$ cat config.mk
export PLATFORM = sky130hd
export DESIGN_NAME = linescan_framer
export DESIGN_NICKNAME = d
export VERILOG_FILES = /design/src/rtl/lsf_pkg.sv /design/src/rtl/lsf_edge_detect.sv /design/src/rtl/lsf_line_fsm.sv /design/src/rtl/lsf_pos_counters.sv /design/src/rtl/linescan_framer.sv
export SDC_FILE = /design/constraint.sdc
export NUM_CORES = 1
export LEC_CHECK = 0
export BUFFER_PORTS_ARGS = -buffer_cell sky130_fd_sc_hd__buf_4
export CAP_MARGIN = 20
export CORE_MARGIN = 3
export CORE_UTILIZATION = 57
export DETAILED_ROUTE_END_ITERATION = 7
export PLACE_DENSITY = 0.93
export SLEW_MARGIN = 20
export SYNTH_ARGS = -nofsm -noshare
export SYNTH_HDL_FRONTEND = slang
export SYNTH_SLANG_ARGS = --single-unit
$ cat constraint.sdc
create_clock -name clk -period 5.77 [get_ports clk]
set_input_delay 0.577 -clock clk [delete_from_list [all_inputs] [get_ports clk]]
set_output_delay 0.577 -clock clk [all_outputs]
set_load 0.02 [all_outputs]
$ cat src/rtl/lsf_pkg.sv
`timescale 1ns/1ps
package lsf_pkg;
    typedef enum logic [1:0] {
        ST_SYNC = 2'd0,
        ST_LINE = 2'd1,
        ST_GAP  = 2'd2
    } lsf_state_e;
endpackage

$ cat src/rtl/lsf_edge_detect.sv
`timescale 1ns/1ps
module lsf_edge_detect (
    input  logic clk,
    input  logic rst_n,
    input  logic line_vld,
    output logic rise
);
    logic vld_q;

    // Reset to 1: a line already active at reset release is not a rising edge
    always_ff @(posedge clk or negedge rst_n) begin
        if (!rst_n) vld_q <= 1'b1;
        else        vld_q <= line_vld;
    end

    assign rise = line_vld & ~vld_q;
endmodule

$ cat src/rtl/lsf_line_fsm.sv
`timescale 1ns/1ps
module lsf_line_fsm
    import lsf_pkg::*;
(
    input  logic clk,
    input  logic rst_n,
    input  logic line_vld,
    input  logic rise,
    output logic first_line,
    output logic in_window,
    output logic line_end
);
    lsf_state_e state_q, state_d;

    always_ff @(posedge clk or negedge rst_n) begin
        if (!rst_n) state_q <= ST_SYNC;
        else        state_q <= state_d;
    end

    always_comb begin
        state_d = state_q;
        unique case (state_q)
            ST_SYNC: if (rise)      state_d = ST_LINE;
            ST_LINE: if (!line_vld) state_d = ST_GAP;
            ST_GAP:  if (rise)      state_d = ST_LINE;
            default:                state_d = ST_SYNC;
        endcase
    end

    always_comb begin
        first_line = 1'b0;
        in_window  = rise;
        line_end   = 1'b0;
        unique case (state_q)
            ST_SYNC: first_line = 1'b1;
            ST_LINE: begin
                in_window = 1'b1;
                line_end  = ~line_vld;
            end
            ST_GAP:  ;
            default: ;
        endcase
    end
endmodule

$ cat src/rtl/lsf_pos_counters.sv
`timescale 1ns/1ps
module lsf_pos_counters #(
    parameter int FRAME_LINES = 80,
    parameter int CNT_W       = 11,
    parameter int LINE_W      = 7
) (
    input  logic              clk,
    input  logic              rst_n,
    input  logic              line_start,
    input  logic              first_line,
    input  logic              accept,
    output logic [CNT_W-1:0]  col_eff,
    output logic [LINE_W-1:0] line_eff
);
    localparam logic [LINE_W-1:0] LAST_LINE = LINE_W'(FRAME_LINES - 1);

    logic [CNT_W-1:0]  col_q;
    logic [LINE_W-1:0] line_q;
    logic [LINE_W-1:0] line_next;

    assign line_next = (line_q == LAST_LINE) ? '0 : line_q + 1'b1;
    assign line_eff  = line_start ? (first_line ? '0 : line_next) : line_q;
    assign col_eff   = line_start ? '0 : col_q;

    always_ff @(posedge clk or negedge rst_n) begin
        if (!rst_n) begin
            col_q  <= '0;
            line_q <= '0;
        end else begin
            line_q <= line_eff;
            col_q  <= accept ? col_eff + 1'b1 : col_eff;
        end
    end
endmodule

$ cat src/rtl/linescan_framer.sv
`timescale 1ns/1ps
module linescan_framer #(
    parameter int PIX_W       = 8,
    parameter int LINE_PIX    = 1024,
    parameter int FRAME_LINES = 80
) (
    input  logic                                    clk,
    input  logic                                    rst_n,
    input  logic [PIX_W-1:0]                        pix_in,
    input  logic                                    line_vld,
    input  logic                                    data_vld,
    output logic [PIX_W-1:0]                        pix_out,
    output logic                                    wr_en,
    output logic [$clog2(LINE_PIX)-1:0]             col_idx,
    output logic [$clog2(FRAME_LINES)-1:0]          line_idx,
    output logic [$clog2(LINE_PIX*FRAME_LINES)-1:0] wr_addr,
    output logic                                    sof,
    output logic                                    eof,
    output logic                                    short_err,
    output logic                                    col_ovf
);
    localparam int CNT_W  = $clog2(LINE_PIX + 1);
    localparam int COL_W  = $clog2(LINE_PIX);
    localparam int LINE_W = $clog2(FRAME_LINES);
    localparam int ADDR_W = $clog2(LINE_PIX * FRAME_LINES);
    localparam logic [CNT_W-1:0]  FULL_CNT  = CNT_W'(LINE_PIX);
    localparam logic [CNT_W-1:0]  LAST_COL  = CNT_W'(LINE_PIX - 1);
    localparam logic [LINE_W-1:0] LAST_LINE = LINE_W'(FRAME_LINES - 1);
    localparam bit POW2_LINE = ((LINE_PIX & (LINE_PIX - 1)) == 0);

    logic              rise, first_line, in_window, line_end;
    logic [CNT_W-1:0]  col_eff;
    logic [LINE_W-1:0] line_eff;
    logic              offered, accept, ovf_hit, short_hit, sof_d, eof_d;
    logic [ADDR_W-1:0] addr_d;

    lsf_edge_detect u_edge (
        .clk      (clk),
        .rst_n    (rst_n),
        .line_vld (line_vld),
        .rise     (rise)
    );

    lsf_line_fsm u_fsm (
        .clk        (clk),
        .rst_n      (rst_n),
        .line_vld   (line_vld),
        .rise       (rise),
        .first_line (first_line),
        .in_window  (in_window),
        .line_end   (line_end)
    );

    lsf_pos_counters #(
        .FRAME_LINES (FRAME_LINES),
        .CNT_W       (CNT_W),
        .LINE_W      (LINE_W)
    ) u_pos (
        .clk        (clk),
        .rst_n      (rst_n),
        .line_start (rise),
        .first_line (first_line),
        .accept     (accept),
        .col_eff    (col_eff),
        .line_eff   (line_eff)
    );

    assign offered   = line_vld & data_vld & in_window;
    assign accept    = offered & (col_eff < FULL_CNT);
    assign ovf_hit   = offered & (col_eff == FULL_CNT);
    assign short_hit = line_end & (col_eff < FULL_CNT);
    assign sof_d     = accept & (col_eff == '0) & (line_eff == '0);
    assign eof_d     = accept & (col_eff == LAST_COL) & (line_eff == LAST_LINE);

    // Address build: plain concatenation for a power-of-two line, multiply otherwise
    generate
        if (POW2_LINE) begin : g_addr_cat
            assign addr_d = ADDR_W'({line_eff, col_eff[COL_W-1:0]});
        end else begin : g_addr_mul
            assign addr_d = ADDR_W'(line_eff) * ADDR_W'(LINE_PIX) + ADDR_W'(col_eff);
        end
    endgenerate

    always_ff @(posedge clk or negedge rst_n) begin
        if (!rst_n) begin
            pix_out   <= '0;
            wr_en     <= 1'b0;
            col_idx   <= '0;
            line_idx  <= '0;
            wr_addr   <= '0;
            sof       <= 1'b0;
            eof       <= 1'b0;
            short_err <= 1'b0;
            col_ovf   <= 1'b0;
        end else begin
            wr_en     <= accept;
            sof       <= sof_d;
            eof       <= eof_d;
            short_err <= short_err | short_hit;
            col_ovf   <= col_ovf | ovf_hit;
            if (accept) begin
                pix_out  <= pix_in;
                col_idx  <= col_eff[COL_W-1:0];
                line_idx <= line_eff;
                wr_addr  <= addr_d;
            end
        end
    end
endmodule

==> out/results.ini, run 1 <==
[run_status]
outcome=finished, final reports clean

[final_layout]
layout-drive-gt1-share=0.255
stdcell_area_sq_mm=0.00289
final_core_util=0.711
num_antenna_cells=0
syn_to_final_growth_pct=18.3
final_common_cell=nand2_1
final_cell_mix=nand2_1, buf_4, dfrtp_1
fill_cells=303
nets=308

[timing]
relSlewSlack=0.392
slew_violations=0
fin_crit_sh=0.440
period_needed_ns=2.54
tightest_slew_ns=0.911
setup_violations=0
fin_worst_skew_ns=0.00926
fmax_mhz=394
fin_setup_tns_ns=0
hold_viol=0
holdWs_ns=0.284
rsz0062_at_grt=no

[floorplanning]
die_h_microns=71.4
rows=23
core_sq_mm=0.00406
ioPinCount=59
initial_utilization=0.601
die_area_sq_mm=0.00510
die_w_microns=71.4

[setup_path]
crit_fanout=19
crit_chain=nand2b_1 > nand2_1 > inv_1 > ha_1 > nand3_1 > nor3_2 > nand2_1 > xor2_1
r2r_start=u_edge.vld_q
cp_slowest_cell=nand2b_1
start_kind=register
r2r-end=u_pos.col_q[8]
worst-r2r-cell-count=8
critPathMaxStageDelay_ns=0.63
ff2ff_setup_slack_ns=3.23
required_ns=5.96
critPathKind=reg2reg
cp_common_cell=nand2_1
cp-end-kind=register
arrival_ns=2.73

[pwr]
vdd_drop_max_v=0.000235
p_leak_nw=1.44
power_mw=0.828
powerDensity_mw_per_mm2=287

[place]
dpl_cell_area_sq_mm=0.00277
hpwlAfterDp_microns=3500
globalplace.congestion=0.868
portBuffers=58

[routing]
drt-total-wl_microns=4940
wl_per_cell_microns=14.4
drt_iter0_drc=206
vias=1888
via_per_inst=5.49
dr.pass1.iters=4
ant_nets=0
drc=0

[synthesis]
syn_area_sq_mm=0.00244
yosys_register_bits=51
synthCells=255
async_flop_share=1.00
synth-edff-count=0
ys_types=46
ys_seq_area_frac=0.524
syn_area_per_cell_sq_um=9.57
synth_nets=270
synth_ff_type=dfrtp_1
ys_warn_count=0

[clocking]
cts_resized=0
clk_pin_slew_ns=0.10
holdBufCountCts=0
numCtsBuffers=5
clock_sink_count=51
clk_latency_ns=0.31
post-cts-setup-buffers=0
cts_buffer_depth=2
htreeDepth=2
cts-root-buf=clkbuf_8
cts_tree=done

[global_route]
grt_pass1_wl_microns=8510
track_usage=0.211
grt_antenna_before_repair=0
grt_max_degree=52
grt.overflow.total=0
grt_pass1_vias=1793

[job]
maxCapViolCount=0

[worst_hold_path]
min-delay-path-class=in2async

-- per-stage QoR --
step | cells | setup WS (ns)
after floorplan | 255 | 3.62
after global placement | 336 | 3.29
after detailed placement | 336 | 3.18
after CTS | 344 | 3.25
after global routing | 344 | 3.01
final | 344 | 3.23
-- Yosys cell counts (5+ instances only) --
master / number / area share
nand2_1: 61 / 0.094
dfrtp_1: 50 / 0.51
buf_4: 17 / 0.052
nor2_1: 17 / 0.026
o21ai_0: 17 / 0.035
clkbuf_1: 6 / 0.0092
inv_1: 6 / 0.0092
xnor2_1: 6 / 0.022
nand3_1: 5 / 0.010
o31ai_1: 5 / 0.015
xor2_1: 5 / 0.018
-- report_power, final --
part / internal (mW) / leakage (nW) / total [mW] / switching [mW]
clock: 0.143 / 0.0618 / 0.264 / 0.121
combinational: 0.0624 / 0.697 / 0.156 / 0.0938
sequential: 0.386 / 0.683 / 0.408 / 0.0228
-- kinds of logic after synthesis --
family          count (synthesis)  share of synthesized area
compound gates                 39                      0.103
xor+xnor                       11                     0.0395
fa+ha+maj                       3                     0.0154
buf+inv                        35                     0.0846
flops                          51                      0.524
mux                             2                    0.00923
simple gates                  114                      0.225
-- layout make-up --
class | instances | area [sq um] | area share
Clock buffer | 6 | 82.6 | 0.0286
Tap cell | 50 | 62.6 | 0.0217
Timing Repair Buffer | 59 | 443 | 0.153
Clock inverter | 2 | 38.8 | 0.0134
Multi-Input combinational cell | 169 | 956 | 0.331
Inverter | 7 | 26.3 | 0.00910
Sequential cell | 51 | 1280 | 0.443
-- registers in the layout (all words and copies together), names as in the netlist --
signal	count
u_pos.col_q	11
col_idx	9
pix_out	8
line_idx	7
u_pos.line_q	7
u_fsm.state_q	2
col_ovf	1
eof	1
short_err	1
sof	1
u_edge.vld_q	1
wr_addr	1
wr_en	1
-- routing by layer --
metal	part of all wire	wire, microns	GRT usage
met1	0.42	2090	0.273
met2	0.49	2440	0.341
met4	0.015	74	0.0793
met3	0.068	336	0.0575
met5	0	0	0
-- worst max-delay path by stage --
stage,from,to,slack [ns],cells after the start
floorplan,u_edge.vld_q,u_pos.col_q[8],3.62,10
global placement,line_vld,u_pos.col_q[8],3.29,9
detailed placement,line_vld,line_idx[3],3.18,5
CTS,u_edge.vld_q,u_pos.col_q[8],3.25,8
global route,u_edge.vld_q,eof,3.01,8
finish,u_edge.vld_q,u_pos.col_q[8],3.23,8
-- worst max-delay path, delay by kind of cell, from the launching register on --
kind,cells,cell delay [ns]
XOR/XNOR,1,0.15
adder cells (fa/ha/maj),1,0.17
buffers and inverters,1,0.11
flip-flops,1,0.60
AND/OR/NAND/NOR,5,1.39
Power figures use the tool's default switching activity.
==> inputs of run 2 (changes only) <==
- ABC_AREA: default -> 1
- CORE_UTILIZATION: 57 -> 53
- PLACE_DENSITY: 0.93 -> 0.88
- clock period: 5.77 -> 2.65 ns (I/O delays scaled with it)
==> out/results.ini, run 2 <==
[synthesis]
yosysTopAreaCell=dfrtp_1
syn_area_per_cell_sq_um=8.57
ys_seq_area_frac=0.516
synth_ff_type=dfrtp_1
synth-edff-count=0
yosys_register_bits=51
synth.top_cell.area_share=0.505
ys_types=29
synthCells=289
synth_common_cells=nand2_1, dfrtp_1, inv_1
async_flop_share=1.00
syn_area_sq_mm=0.00248
synth_nets=304
ys_warn_count=0
synth_most_common_cell=nand2_1
synthTopCellsByArea=dfrtp_1, nand2_1, buf_4, nand3_1, o21ai_0

[setup_path]
crit_family=simple AND/OR/NAND/NOR gates
critPathKind=reg2reg
required_ns=2.89
arrival_ns=2.29
start_kind=register
cp_slowest_cell=dfstp_2
crit_chain=inv_2 > nand2_4 > nand2_2 > inv_1 > ha_1 > nand2_1 > inv_1 > nand3_1 > nor3_2 > nand3_1 > nor2_1 > nand2_1 > nor2_1
crit_fanout=19
cp-end-kind=register
cp.depth=13
path_buf_inv=3
worst-r2r-cell-count=13
critPathMaxStageDelay_ns=0.57

[pwr]
power_mw=1.77
powerDensity_mw_per_mm2=607
power.internal_mw=1.21
power_frac_seq=0.516
vdd_drop_max_v=0.000407
p_clk_frac=0.240
comb_power_share=0.244
p_leak_nw=1.57
p_switching_mw=0.556
swShare=0.315

[clocking]
numCtsBuffers=5
cts_tree=done
cts_buffer_depth=2
clk_latency_ns=0.30
cts-root-buf=clkbuf_8
post-cts-setup-buffers=0
cts_resized=0
htreeDepth=2
clock_sink_count=51
clk_pin_slew_ns=0.08

[timing]
holdWs_ns=0.111
fin_setup_tns_ns=0
tightest_slew_ns=0.620
rsz0062_at_grt=no
slew_violations=0
period_needed_ns=2.05
fin_worst_skew_ns=0.00575
setup_violations=0
fmax_mhz=488
hold_viol=0
relSlewSlack=0.587
fin_crit_sh=0.773

[worst_hold_path]
holdPathStages=1
min-delay-path-class=in2reg

[floorplanning]
die_w_microns=74.4
rows=24
initial_utilization=0.557
ioPinCount=59
die_h_microns=74.4
core_sq_mm=0.00444
die_area_sq_mm=0.00553

[routing]
dr.pass1.iters=4
drt_iter0_drc=128
drc=0
wl_per_cell_microns=12.5
ant_nets=0
via_per_inst=4.99
vias=1925
drt-total-wl_microns=4820

[final_layout]
largest_reg_flops=11
final_cell_mix=nand2_1, buf_4, dfrtp_1
reg.largest.list=u_pos.col_q (11), col_idx (9), pix_out (8)
stdcell_area_sq_mm=0.00291
layout-drive-gt1-share=0.275
fill_cells=372
syn_to_final_growth_pct=17.4
final_common_cell=nand2_1
regMostFlops=u_pos.col_q
finalNonFillerCells=386
num_antenna_cells=0
nets=348

[job]
maxCapViolCount=0

[place]
globalplace.congestion=0.826
dpl_cell_area_sq_mm=0.00282
hpwlAfterDp_microns=3570
dpl.cell_count=377
portBuffers=58

[global_route]
grt_max_degree=52
grt.overflow.total=0
grt_antenna_before_repair=0
track_usage=0.194
grt_pass1_vias=1776
grt_pass1_wl_microns=8160

[run_status]
outcome=finished, final reports clean

## run 2: area by class of cell
class / instances / area [sq um] / area share
flip-flops and latches: 51 / 1280 / 0.439
multi-input cells: 186 / 913 / 0.314
repair buffers: 62 / 468 / 0.161
inverters: 27 / 103 / 0.0353
clock buffers: 7 / 76.3 / 0.0262
well taps: 52 / 65.1 / 0.0224
clock inverters: 1 / 5.00 / 0.00172
## run 2: per-stage QoR
stage,utilization,worst slack (ns)
after floorplan,-,0.915
after global placement,0.634,0.740
after detailed placement,0.634,0.650
after CTS,0.654,0.603
after global routing,0.654,0.411
final,0.654,0.602
## run 2: worst paths after layout
| kind | from | end | slack, ns |
|---|---|---|---|
| max in group asynchronous | rst_n | pix_out[4] | 1.72 |
| min in group asynchronous | rst_n | col_idx[4] | 0.52 |
| max | u_edge.vld_q | eof | 0.60 |
| min reg2reg | pix_out[2] | pix_out[2] | 0.48 |
| max reg2reg | u_edge.vld_q | eof | 0.60 |
| min | line_vld | u_edge.vld_q | 0.11 |
## run 2: per-layer routing
| metal | vias up | GRT usage | part of all wire |
|---|---|---|---|
| met5 | - | 0 | 0 |
| met4 | 0 | 0.0652 | 0.015 |
| met3 | 5 | 0.0554 | 0.075 |
| met2 | 71 | 0.294 | 0.45 |
| met1 | 873 | 0.268 | 0.46 |
| li1 | 976 | - | - |
## run 2: logic make-up after synthesis
logic type	count (synthesis)	share of synthesized area
compound gates	26	0.0586
xor+xnor	6	0.0212
fa+ha+maj	3	0.0152
buf+inv	52	0.116
flops	51	0.516
simple gates	151	0.274
## run 2: timing repair
action,4_1_cts,5_1_grt
hold endpoints to repair,45,0
endpoints found under the setup margin,0,0
hold buffers,1,0
## run 2: power by group through the flow
stage | clock network, mW | registers (mW) | logic, mW
2_1_floorplan | 0 | 0.978 | 0.223
3_3_place_gp | 0 | 0.922 | 0.421
3_5_place_dp | 0 | 0.923 | 0.433
4_1_cts | 0.435 | 0.910 | 0.437
5_1_grt | 0.461 | 0.921 | 0.476
6_report | 0.423 | 0.911 | 0.432
